## config.mk

```make
export PLATFORM = sky130hd
export DESIGN_NAME = serial_frame_engine
export DESIGN_NICKNAME = d
export VERILOG_FILES = /design/src/rtl/sfe_pkg.sv /design/src/rtl/sfe_fifo.sv /design/src/rtl/sfe_shifter.sv /design/src/rtl/serial_frame_engine.sv
export SDC_FILE = /design/constraint.sdc
export NUM_CORES = 1
export LEC_CHECK = 0
export BUFFER_PORTS_ARGS = -buffer_cell sky130_fd_sc_hd__buf_4
export CAP_MARGIN = 20
export CORE_MARGIN = 5
export CORE_UTILIZATION = 45
export DETAILED_ROUTE_END_ITERATION = 8
export HOLD_SLACK_MARGIN = 0.12
export PLACE_DENSITY_LB_ADDON = 0.1
export SLEW_MARGIN = 30
export SYNTH_ARGS = -nofsm -noshare
export SYNTH_HDL_FRONTEND = slang
export SYNTH_SLANG_ARGS = --single-unit
```

## constraint.sdc

```tcl
create_clock -name clk -period 4.3 [get_ports clk]
set_input_delay 0.43 -clock clk [delete_from_list [all_inputs] [get_ports clk]]
set_output_delay 0.43 -clock clk [all_outputs]
set_load 0.02 [all_outputs]
```

## src/rtl/sfe_pkg.sv

```systemverilog
package sfe_pkg;
  localparam int SFE_DW = 16;
  localparam int SFE_NW = 5;   // holds a bit count 0..16
  localparam int SFE_EW = 6;   // holds an edge count 0..31

  // size code to frame length; reserved low codes fall back to 4 bits
  function automatic logic [SFE_NW-1:0] frame_bits(input logic [3:0] code);
    if (code < 4'd3) frame_bits = SFE_NW'(4);
    else             frame_bits = {1'b0, code} + SFE_NW'(1);
  endfunction

  // move a right-justified word so its top used bit sits at bit 15
  function automatic logic [SFE_DW-1:0] align_msb(input logic [SFE_DW-1:0] w,
                                                  input logic [SFE_NW-1:0] n);
    align_msb = w << (SFE_NW'(SFE_DW) - n);
  endfunction

  // last edge index of a frame of n bits (two edges per bit)
  function automatic logic [SFE_EW-1:0] last_edge_idx(input logic [SFE_NW-1:0] n);
    last_edge_idx = {n, 1'b0} - SFE_EW'(1);
  endfunction
endpackage

```

## src/rtl/sfe_fifo.sv

```systemverilog
module sfe_fifo #(
  parameter int W     = 16,
  parameter int DEPTH = 8
) (
  input  logic         clk,
  input  logic         rst_n,
  input  logic         push,
  input  logic         pop,
  input  logic [W-1:0] wdata,
  output logic [W-1:0] rdata,
  output logic         full,
  output logic         empty
);
  localparam int AW = (DEPTH > 1) ? $clog2(DEPTH) : 1;
  localparam int CW = $clog2(DEPTH + 1);

  logic [W-1:0]  mem [DEPTH];
  logic [AW-1:0] wr_ptr, rd_ptr;
  logic [CW-1:0] count;
  logic          do_push, do_pop;

  function automatic logic [AW-1:0] ptr_next(input logic [AW-1:0] p);
    ptr_next = (p == AW'(DEPTH - 1)) ? '0 : p + AW'(1);
  endfunction

  assign full    = (count == CW'(DEPTH));
  assign empty   = (count == '0);
  assign do_push = push && !full;
  assign do_pop  = pop && !empty;
  assign rdata   = mem[rd_ptr];

  always_ff @(posedge clk or negedge rst_n) begin
    if (!rst_n) begin
      wr_ptr <= '0;
      rd_ptr <= '0;
      count  <= '0;
    end else begin
      if (do_push) wr_ptr <= ptr_next(wr_ptr);
      if (do_pop)  rd_ptr <= ptr_next(rd_ptr);
      case ({do_push, do_pop})
        2'b10:   count <= count + CW'(1);
        2'b01:   count <= count - CW'(1);
        default: count <= count;
      endcase
    end
  end

  always_ff @(posedge clk) begin
    if (do_push) mem[wr_ptr] <= wdata;
  end


  fifo_bound_chk: assert property (@(posedge clk) disable iff (!rst_n)
    count <= CW'(DEPTH));


  full_drop_chk: assert property (@(posedge clk) disable iff (!rst_n)
    (full && push && !pop) |=> ($stable(count) && $stable(wr_ptr)));
endmodule

```

## src/rtl/sfe_shifter.sv

```systemverilog
module sfe_shifter
  import sfe_pkg::*;
(
  input  logic              clk,
  input  logic              rst_n,
  input  logic              enable,
  input  logic              master,
  input  logic              cpol,
  input  logic              cpha,
  input  logic              loop,
  input  logic [3:0]        size_code,
  input  logic              bit_tick,
  input  logic              sclk_i,
  input  logic              cs_n_i,
  input  logic              rxd_i,
  input  logic              tx_empty,
  input  logic [SFE_DW-1:0] tx_word,
  input  logic              rx_full,
  output logic              tx_pop,
  output logic              rx_push,
  output logic [SFE_DW-1:0] rx_word,
  output logic              sclk_o,
  output logic              cs_n_o,
  output logic              txd_o,
  output logic              active_o,
  output logic              overrun_o
);
  logic              sclk_q, sclk_prev, cs_q;
  logic              active, active_d;
  logic [SFE_EW-1:0] edge_cnt;
  logic [SFE_NW-1:0] nbits;
  logic [SFE_DW-1:0] tx_sr, rx_sr, rx_next;
  logic              sclk_r, cs_r, ovr_r;

  // named internal events
  logic edge_evt, lead, sample_evt, shift_evt, frame_done, want, start, abort, rx_in;

  assign edge_evt   = active && (master ? bit_tick : (sclk_q != sclk_prev));
  assign lead       = ~edge_cnt[0];
  assign sample_evt = edge_evt && (lead ^ cpha);
  assign shift_evt  = edge_evt && (cpha ? (lead && edge_cnt != '0) : !lead);
  assign frame_done = edge_evt && (edge_cnt == last_edge_idx(nbits));
  assign want       = enable && (master ? !tx_empty : !cs_q);
  assign start      = want && (!active || frame_done);
  assign abort      = !enable || (!master && cs_q);
  assign rx_in      = loop ? tx_sr[SFE_DW-1] : rxd_i;
  assign rx_next    = sample_evt ? {rx_sr[SFE_DW-2:0], rx_in} : rx_sr;

  always_comb begin
    active_d = active;
    if (frame_done) active_d = 1'b0;
    if (start)      active_d = 1'b1;
    if (abort)      active_d = 1'b0;
  end

  always_ff @(posedge clk or negedge rst_n) begin
    if (!rst_n) begin
      sclk_q    <= 1'b0;
      sclk_prev <= 1'b0;
      cs_q      <= 1'b1;
      active    <= 1'b0;
      edge_cnt  <= '0;
      nbits     <= SFE_NW'(4);
      tx_sr     <= '0;
      rx_sr     <= '0;
      sclk_r    <= 1'b0;
      cs_r      <= 1'b1;
      ovr_r     <= 1'b0;
    end else begin
      sclk_q    <= sclk_i;
      sclk_prev <= sclk_q;
      cs_q      <= cs_n_i;
      active    <= active_d;
      ovr_r     <= frame_done && rx_full;
      cs_r      <= !(active_d && master);
      if (!active_d || !master) sclk_r <= cpol;
      else if (edge_evt)        sclk_r <= ~sclk_r;
      if (start) begin
        edge_cnt <= '0;
        nbits    <= frame_bits(size_code);
        tx_sr    <= align_msb(tx_empty ? '0 : tx_word, frame_bits(size_code));
        rx_sr    <= '0;
      end else if (edge_evt) begin
        edge_cnt <= edge_cnt + SFE_EW'(1);
        rx_sr    <= rx_next;
        if (shift_evt) tx_sr <= tx_sr << 1;
      end
    end
  end

  assign tx_pop    = start && !tx_empty;
  assign rx_push   = frame_done && !rx_full;
  assign rx_word   = rx_next;
  assign sclk_o    = sclk_r;
  assign cs_n_o    = cs_r;
  assign txd_o     = tx_sr[SFE_DW-1];
  assign active_o  = active;
  assign overrun_o = ovr_r;


  back_to_back_chk: assert property (@(posedge clk) disable iff (!rst_n)
    (master && enable && frame_done && !tx_empty) |=> (active && !cs_n_o));


  edge_range_chk: assert property (@(posedge clk) disable iff (!rst_n)
    active |-> (edge_cnt <= last_edge_idx(nbits)));


  sclk_hold_chk: assert property (@(posedge clk) disable iff (!rst_n)
    (master && enable && active && !bit_tick) |=> $stable(sclk_o));
endmodule

```

## src/rtl/serial_frame_engine.sv

```systemverilog
module serial_frame_engine
  import sfe_pkg::*;
#(
  parameter int DEPTH = 8
) (
  input  logic              clk,
  input  logic              rst_n,
  input  logic              cfg_enable,
  input  logic              cfg_slave,
  input  logic              cfg_cpol,
  input  logic              cfg_cpha,
  input  logic              cfg_loop,
  input  logic              cfg_out_dis,
  input  logic [3:0]        cfg_size,
  input  logic              bit_tick,
  input  logic              wr_en,
  input  logic [SFE_DW-1:0] wr_data,
  input  logic              rd_en,
  output logic [SFE_DW-1:0] rd_data,
  output logic              st_busy,
  output logic              st_tx_empty,
  output logic              st_tx_not_full,
  output logic              st_rx_not_empty,
  output logic              st_rx_full,
  output logic              overrun,
  output logic              sclk_o,
  output logic              cs_n_o,
  input  logic              sclk_i,
  input  logic              cs_n_i,
  output logic              txd_o,
  output logic              txd_oe,
  input  logic              rxd_i
);
  logic              slave_q;
  logic              tx_full, tx_empty, rx_full, rx_empty;
  logic              tx_pop, rx_push, active;
  logic [SFE_DW-1:0] tx_head, rx_word;

  // role may only follow the request while the port is off
  always_ff @(posedge clk or negedge rst_n) begin
    if (!rst_n)           slave_q <= 1'b0;
    else if (!cfg_enable) slave_q <= cfg_slave;
  end

  sfe_fifo #(.W(SFE_DW), .DEPTH(DEPTH)) u_txq (
    .clk(clk), .rst_n(rst_n), .push(wr_en), .pop(tx_pop), .wdata(wr_data),
    .rdata(tx_head), .full(tx_full), .empty(tx_empty));

  sfe_fifo #(.W(SFE_DW), .DEPTH(DEPTH)) u_rxq (
    .clk(clk), .rst_n(rst_n), .push(rx_push), .pop(rd_en), .wdata(rx_word),
    .rdata(rd_data), .full(rx_full), .empty(rx_empty));

  sfe_shifter u_shift (
    .clk(clk), .rst_n(rst_n), .enable(cfg_enable), .master(!slave_q),
    .cpol(cfg_cpol), .cpha(cfg_cpha), .loop(cfg_loop), .size_code(cfg_size),
    .bit_tick(bit_tick), .sclk_i(sclk_i), .cs_n_i(cs_n_i), .rxd_i(rxd_i),
    .tx_empty(tx_empty), .tx_word(tx_head), .rx_full(rx_full),
    .tx_pop(tx_pop), .rx_push(rx_push), .rx_word(rx_word),
    .sclk_o(sclk_o), .cs_n_o(cs_n_o), .txd_o(txd_o), .active_o(active),
    .overrun_o(overrun));

  assign st_busy         = active || !tx_empty;
  assign st_tx_empty     = tx_empty;
  assign st_tx_not_full  = !tx_full;
  assign st_rx_not_empty = !rx_empty;
  assign st_rx_full      = rx_full;
  assign txd_oe          = cfg_enable && (!slave_q || (!cs_n_i && !cfg_out_dis));


  role_lock_chk: assert property (@(posedge clk) disable iff (!rst_n)
    $past(cfg_enable) |-> $stable(slave_q));


  overrun_pulse_chk: assert property (@(posedge clk) disable iff (!rst_n)
    overrun |=> !overrun);
endmodule

```

==> results.json <==
{
  "cp.arrival_ns": 3.85,
  "max_cap_violations": 0,
  "hold_path.class": "input port to flop",
  "drt_iter0_markers": 471,
  "r2r_cells": 13,
  "core-area_um2": 31500,
  "layout-drive-gt1-share_pct": 29.5,
  "port_buffers": 59,
  "first_pass_iters": 5,
  "endpoint": "u_rxq.count[3]",
  "finalSetupViolCount": 0,
  "via_per_inst": 5.64,
  "fin_worst_skew_ns": 0.0137,
  "p_per_area_nw_per_um2": 645,
  "synth_seq_cells": 327,
  "combPwrFrac_pct": 28.2,
  "die-area_um2": 35500,
  "clk_path_buf_depth": 3,
  "dp_cells": 1312,
  "drt-total-wl_mm": 30.4,
  "cts_tree": "yes",
  "track_usage_pct": 17.3,
  "clock_latency_ns": 0.51,
  "pwr-share-clk_pct": 32.5,
  "clk_pin_slew_ns": 0.06,
  "drtAntennaViolNets": 0,
  "synth_area_per_cell_um2": 16.6,
  "dp_hpwl_mm": 19.8,
  "die_x_um": 189,
  "final-instance-count-excl-fill": 1382,
  "postCtsResizedCells": 0,
  "pin_count": 60,
  "initial_core_util_pct": 45.6,
  "p_sw_share_pct": 30.0,
  "final_cell_area_um2": 16800,
  "path_class": "flop to flop",
  "tns_ns": 0,
  "p_seq_share_pct": 39.3,
  "diodes": 0,
  "drc": 0,
  "p_leak_nw": 6.09,
  "clkSinkCount": 327,
  "die_h_um": 189,
  "vdd_drop_max_uv": 382,
  "hold_depth": 1,
  "path_max_fanout": 10,
  "synthArstFlopShare_pct": 21.7,
  "seq_area_frac_synth_pct": 66.0,
  "placed_area_um2": 15400,
  "rows": 65,
  "grt_antenna_before_repair": 0,
  "timing.rr.start": "slave_q",
  "reg2reg_slack_ns": 0.84,
  "rsz0062_at_grt": "false",
  "p_total_mw": 10.8,
  "setup_ws_ns": 0.845,
  "status": "finished, final reports clean",
  "fin_crit_sh_pct": 80.4,
  "p_sw_mw": 3.25,
  "grt_pass1_vias": 8342,
  "finalMaxSlewViolations": 0,
  "synth_nets": 919,
  "hold_viol": 0,
  "h-tree-depth": 2,
  "yosysUniqueCellTypes": 75,
  "grt-ovfl-total": 0,
  "ys.flop_type": "edfxtp_1",
  "worstPathRequired_ns": 4.69,
  "max_clock_freq_ghz": 0.289,
  "layout.nets": 1006,
  "p_int_mw": 7.58,
  "root_buffer": "clkbuf_16",
  "wl_per_cell_um": 22.0,
  "syn2layout_area_growth_pct": 17.0,
  "maxSlewHeadroom_pct": 38.3,
  "startpoint": "slave_q",
  "yosys_warnings": 0,
  "start_kind": "flop",
  "worst_r2r_endpoint": "u_rxq.count[3]",
  "dr_total_vias": 7789,
  "grt_max_degree": 72,
  "grt_pass1_wl_mm": 48.1,
  "synth_edf_count": 256,
  "cts_buffers": 36,
  "pre_cts_slack_ns": 0.476,
  "worstMarginPinSlew_ns": 0.926,
  "syn_inst": 865,
  "cp-end-kind": "flop",
  "fin_crit_ns": 3.46,
  "syn_area_um2": 14300,
  "gp_congestion": 0.848
}
-- worst min-delay path by stage --
stage                   startpoint  slack [ns]                 to
finish                  wr_data[7]        0.15    u_txq.mem[2][7]
global route            wr_data[7]        0.13    u_txq.mem[6][7]
CTS                     wr_data[3]        0.13    u_txq.mem[1][3]
floorplan                    rst_n        0.13            slave_q
detailed placement  u_shift.sclk_q        0.40  u_shift.sclk_prev
global placement    u_shift.sclk_q        0.38  u_shift.sclk_prev
-- power groups by stage --
| stage | registers [mW] | logic, mW | clock network [mW] |
|---|---|---|---|
| final | 4.26 | 3.05 | 3.52 |
| after global placement | 4.30 | 3.00 | 0 |
| after global routing | 4.32 | 3.33 | 3.73 |
| after detailed placement | 4.33 | 3.09 | 0 |
| after floorplan | 4.03 | 2.41 | 0 |
| after CTS | 4.27 | 3.11 | 3.59 |
-- registers in the layout, summed over array words and instances, names as in the netlist, 3 cells and up --
signal and flops:
u_shift.edge_cnt 6, u_txq.rd_ptr 3, u_txq.wr_ptr 3, u_rxq.mem 128
u_shift.rx_sr 16, u_rxq.rd_ptr 3, u_txq.count 4, u_txq.mem 128
u_shift.tx_sr 16, u_shift.nbits 5, u_rxq.wr_ptr 3, u_rxq.count 4
-- worst max-delay path, stage by stage, from the launching register on --
cell,delay [ns]
dfrtp_1,0.47
o21ai_0,0.14
a21oi_2,0.39
nand4_1,0.26
or2_2,0.45
nor2_1,0.26
inv_1,0.11
ha_1,0.24
ha_1,0.29
a21o_1,0.18
a21oi_1,0.19
xnor2_1,0.14
nor2_1,0.07
xor2_1,0.15
-- cell families (layout without fill, tap and decap cells) --
group / after synthesis / in the layout / share of synthesized area, %
fa+ha+maj: 20 / 20 / 1.80
compound gates: 103 / 103 / 5.15
buf+inv: 61 / 176 / 2.43
mux: 139 / 139 / 16.4
simple gates: 192 / 192 / 6.83
xor+xnor: 23 / 23 / 1.40
flops: 327 / 327 / 66.0
-- area by class of cell --
class                           instances  area, um^2
Multi-Input combinational cell        477        4620
Inverter                               18        67.6
Fill cell                            2541       14700
Sequential cell                       327        9470
Timing Repair Buffer                   92         738
Tap cell                              402         503
Clock buffer                           42         976
Clock inverter                         24         407
-- synth_stat cells (all sizes together) (3+ instances only) --
master | number | area (um^2)
nor2 | 55 | 211
a2111oi | 4 | 35.0
clkbuf | 25 | 148
xnor2 | 13 | 114
dfstp | 3 | 78.8
nor3 | 20 | 105
inv | 18 | 67.6
xor2 | 10 | 87.6
nand4 | 4 | 25.0
or3 | 3 | 18.8
o21ai | 24 | 124
a211o | 5 | 43.8
mux4 | 66 | 1530
a21o | 8 | 60.1
nand2 | 38 | 143
o22ai | 10 | 68.8
o22a | 3 | 26.3
or2 | 3 | 18.8
a211oi | 5 | 42.5
and2 | 24 | 150
a21oi | 16 | 83.8
edfxtp | 256 | 7690
mux2i | 23 | 255
mux2 | 50 | 567
nand2b | 11 | 68.8
o211ai | 3 | 22.5
o21a | 5 | 37.5
nand3 | 12 | 60.1
o32ai | 4 | 35.0
ha | 19 | 238
nor2b | 3 | 18.8
dfrtp | 68 | 1700
nor3b | 5 | 42.5
o31ai | 3 | 22.5
nor4 | 6 | 52.6
buf | 18 | 134
-- layout by cell type, fill, tap and decap left out, types with 15 or more instances in the layout --
master     instances
a21oi_1           15
and2_1            23
buf_4             81
clkbuf_16         38
dfrtp_1           64
edfxtp_1         256
ha_1              19
inv_1             17
mux2_2            48
mux2i_1           21
mux4_2            55
nand2_1           38
nor2_1            50
o21ai_0           22
-- timing repair --
item,in CTS,in global routing
setup endpoints to repair,0,0
hold buffers,4,0
buffers inserted,0,0
hold endpoints to repair,6,0
-- through the flow --
stage | hold WS, ns | util, %
final | 0.148 | 53.3
after global routing | 0.129 | 53.3
after CTS | 0.129 | 53.3
after detailed placement | 0.397 | 48.8
after global placement | 0.378 | 48.5
after floorplan | 0.134 | -
-- routing by layer --
layer,vias up,GRT usage [%],routed length (um)
met3,49,3.06,1190
li1,3570,-,-
met4,0,4.96,738
met2,142,29.3,15300
met5,-,0,0
met1,4028,23.3,13200
Power figures use the tool's default switching activity.
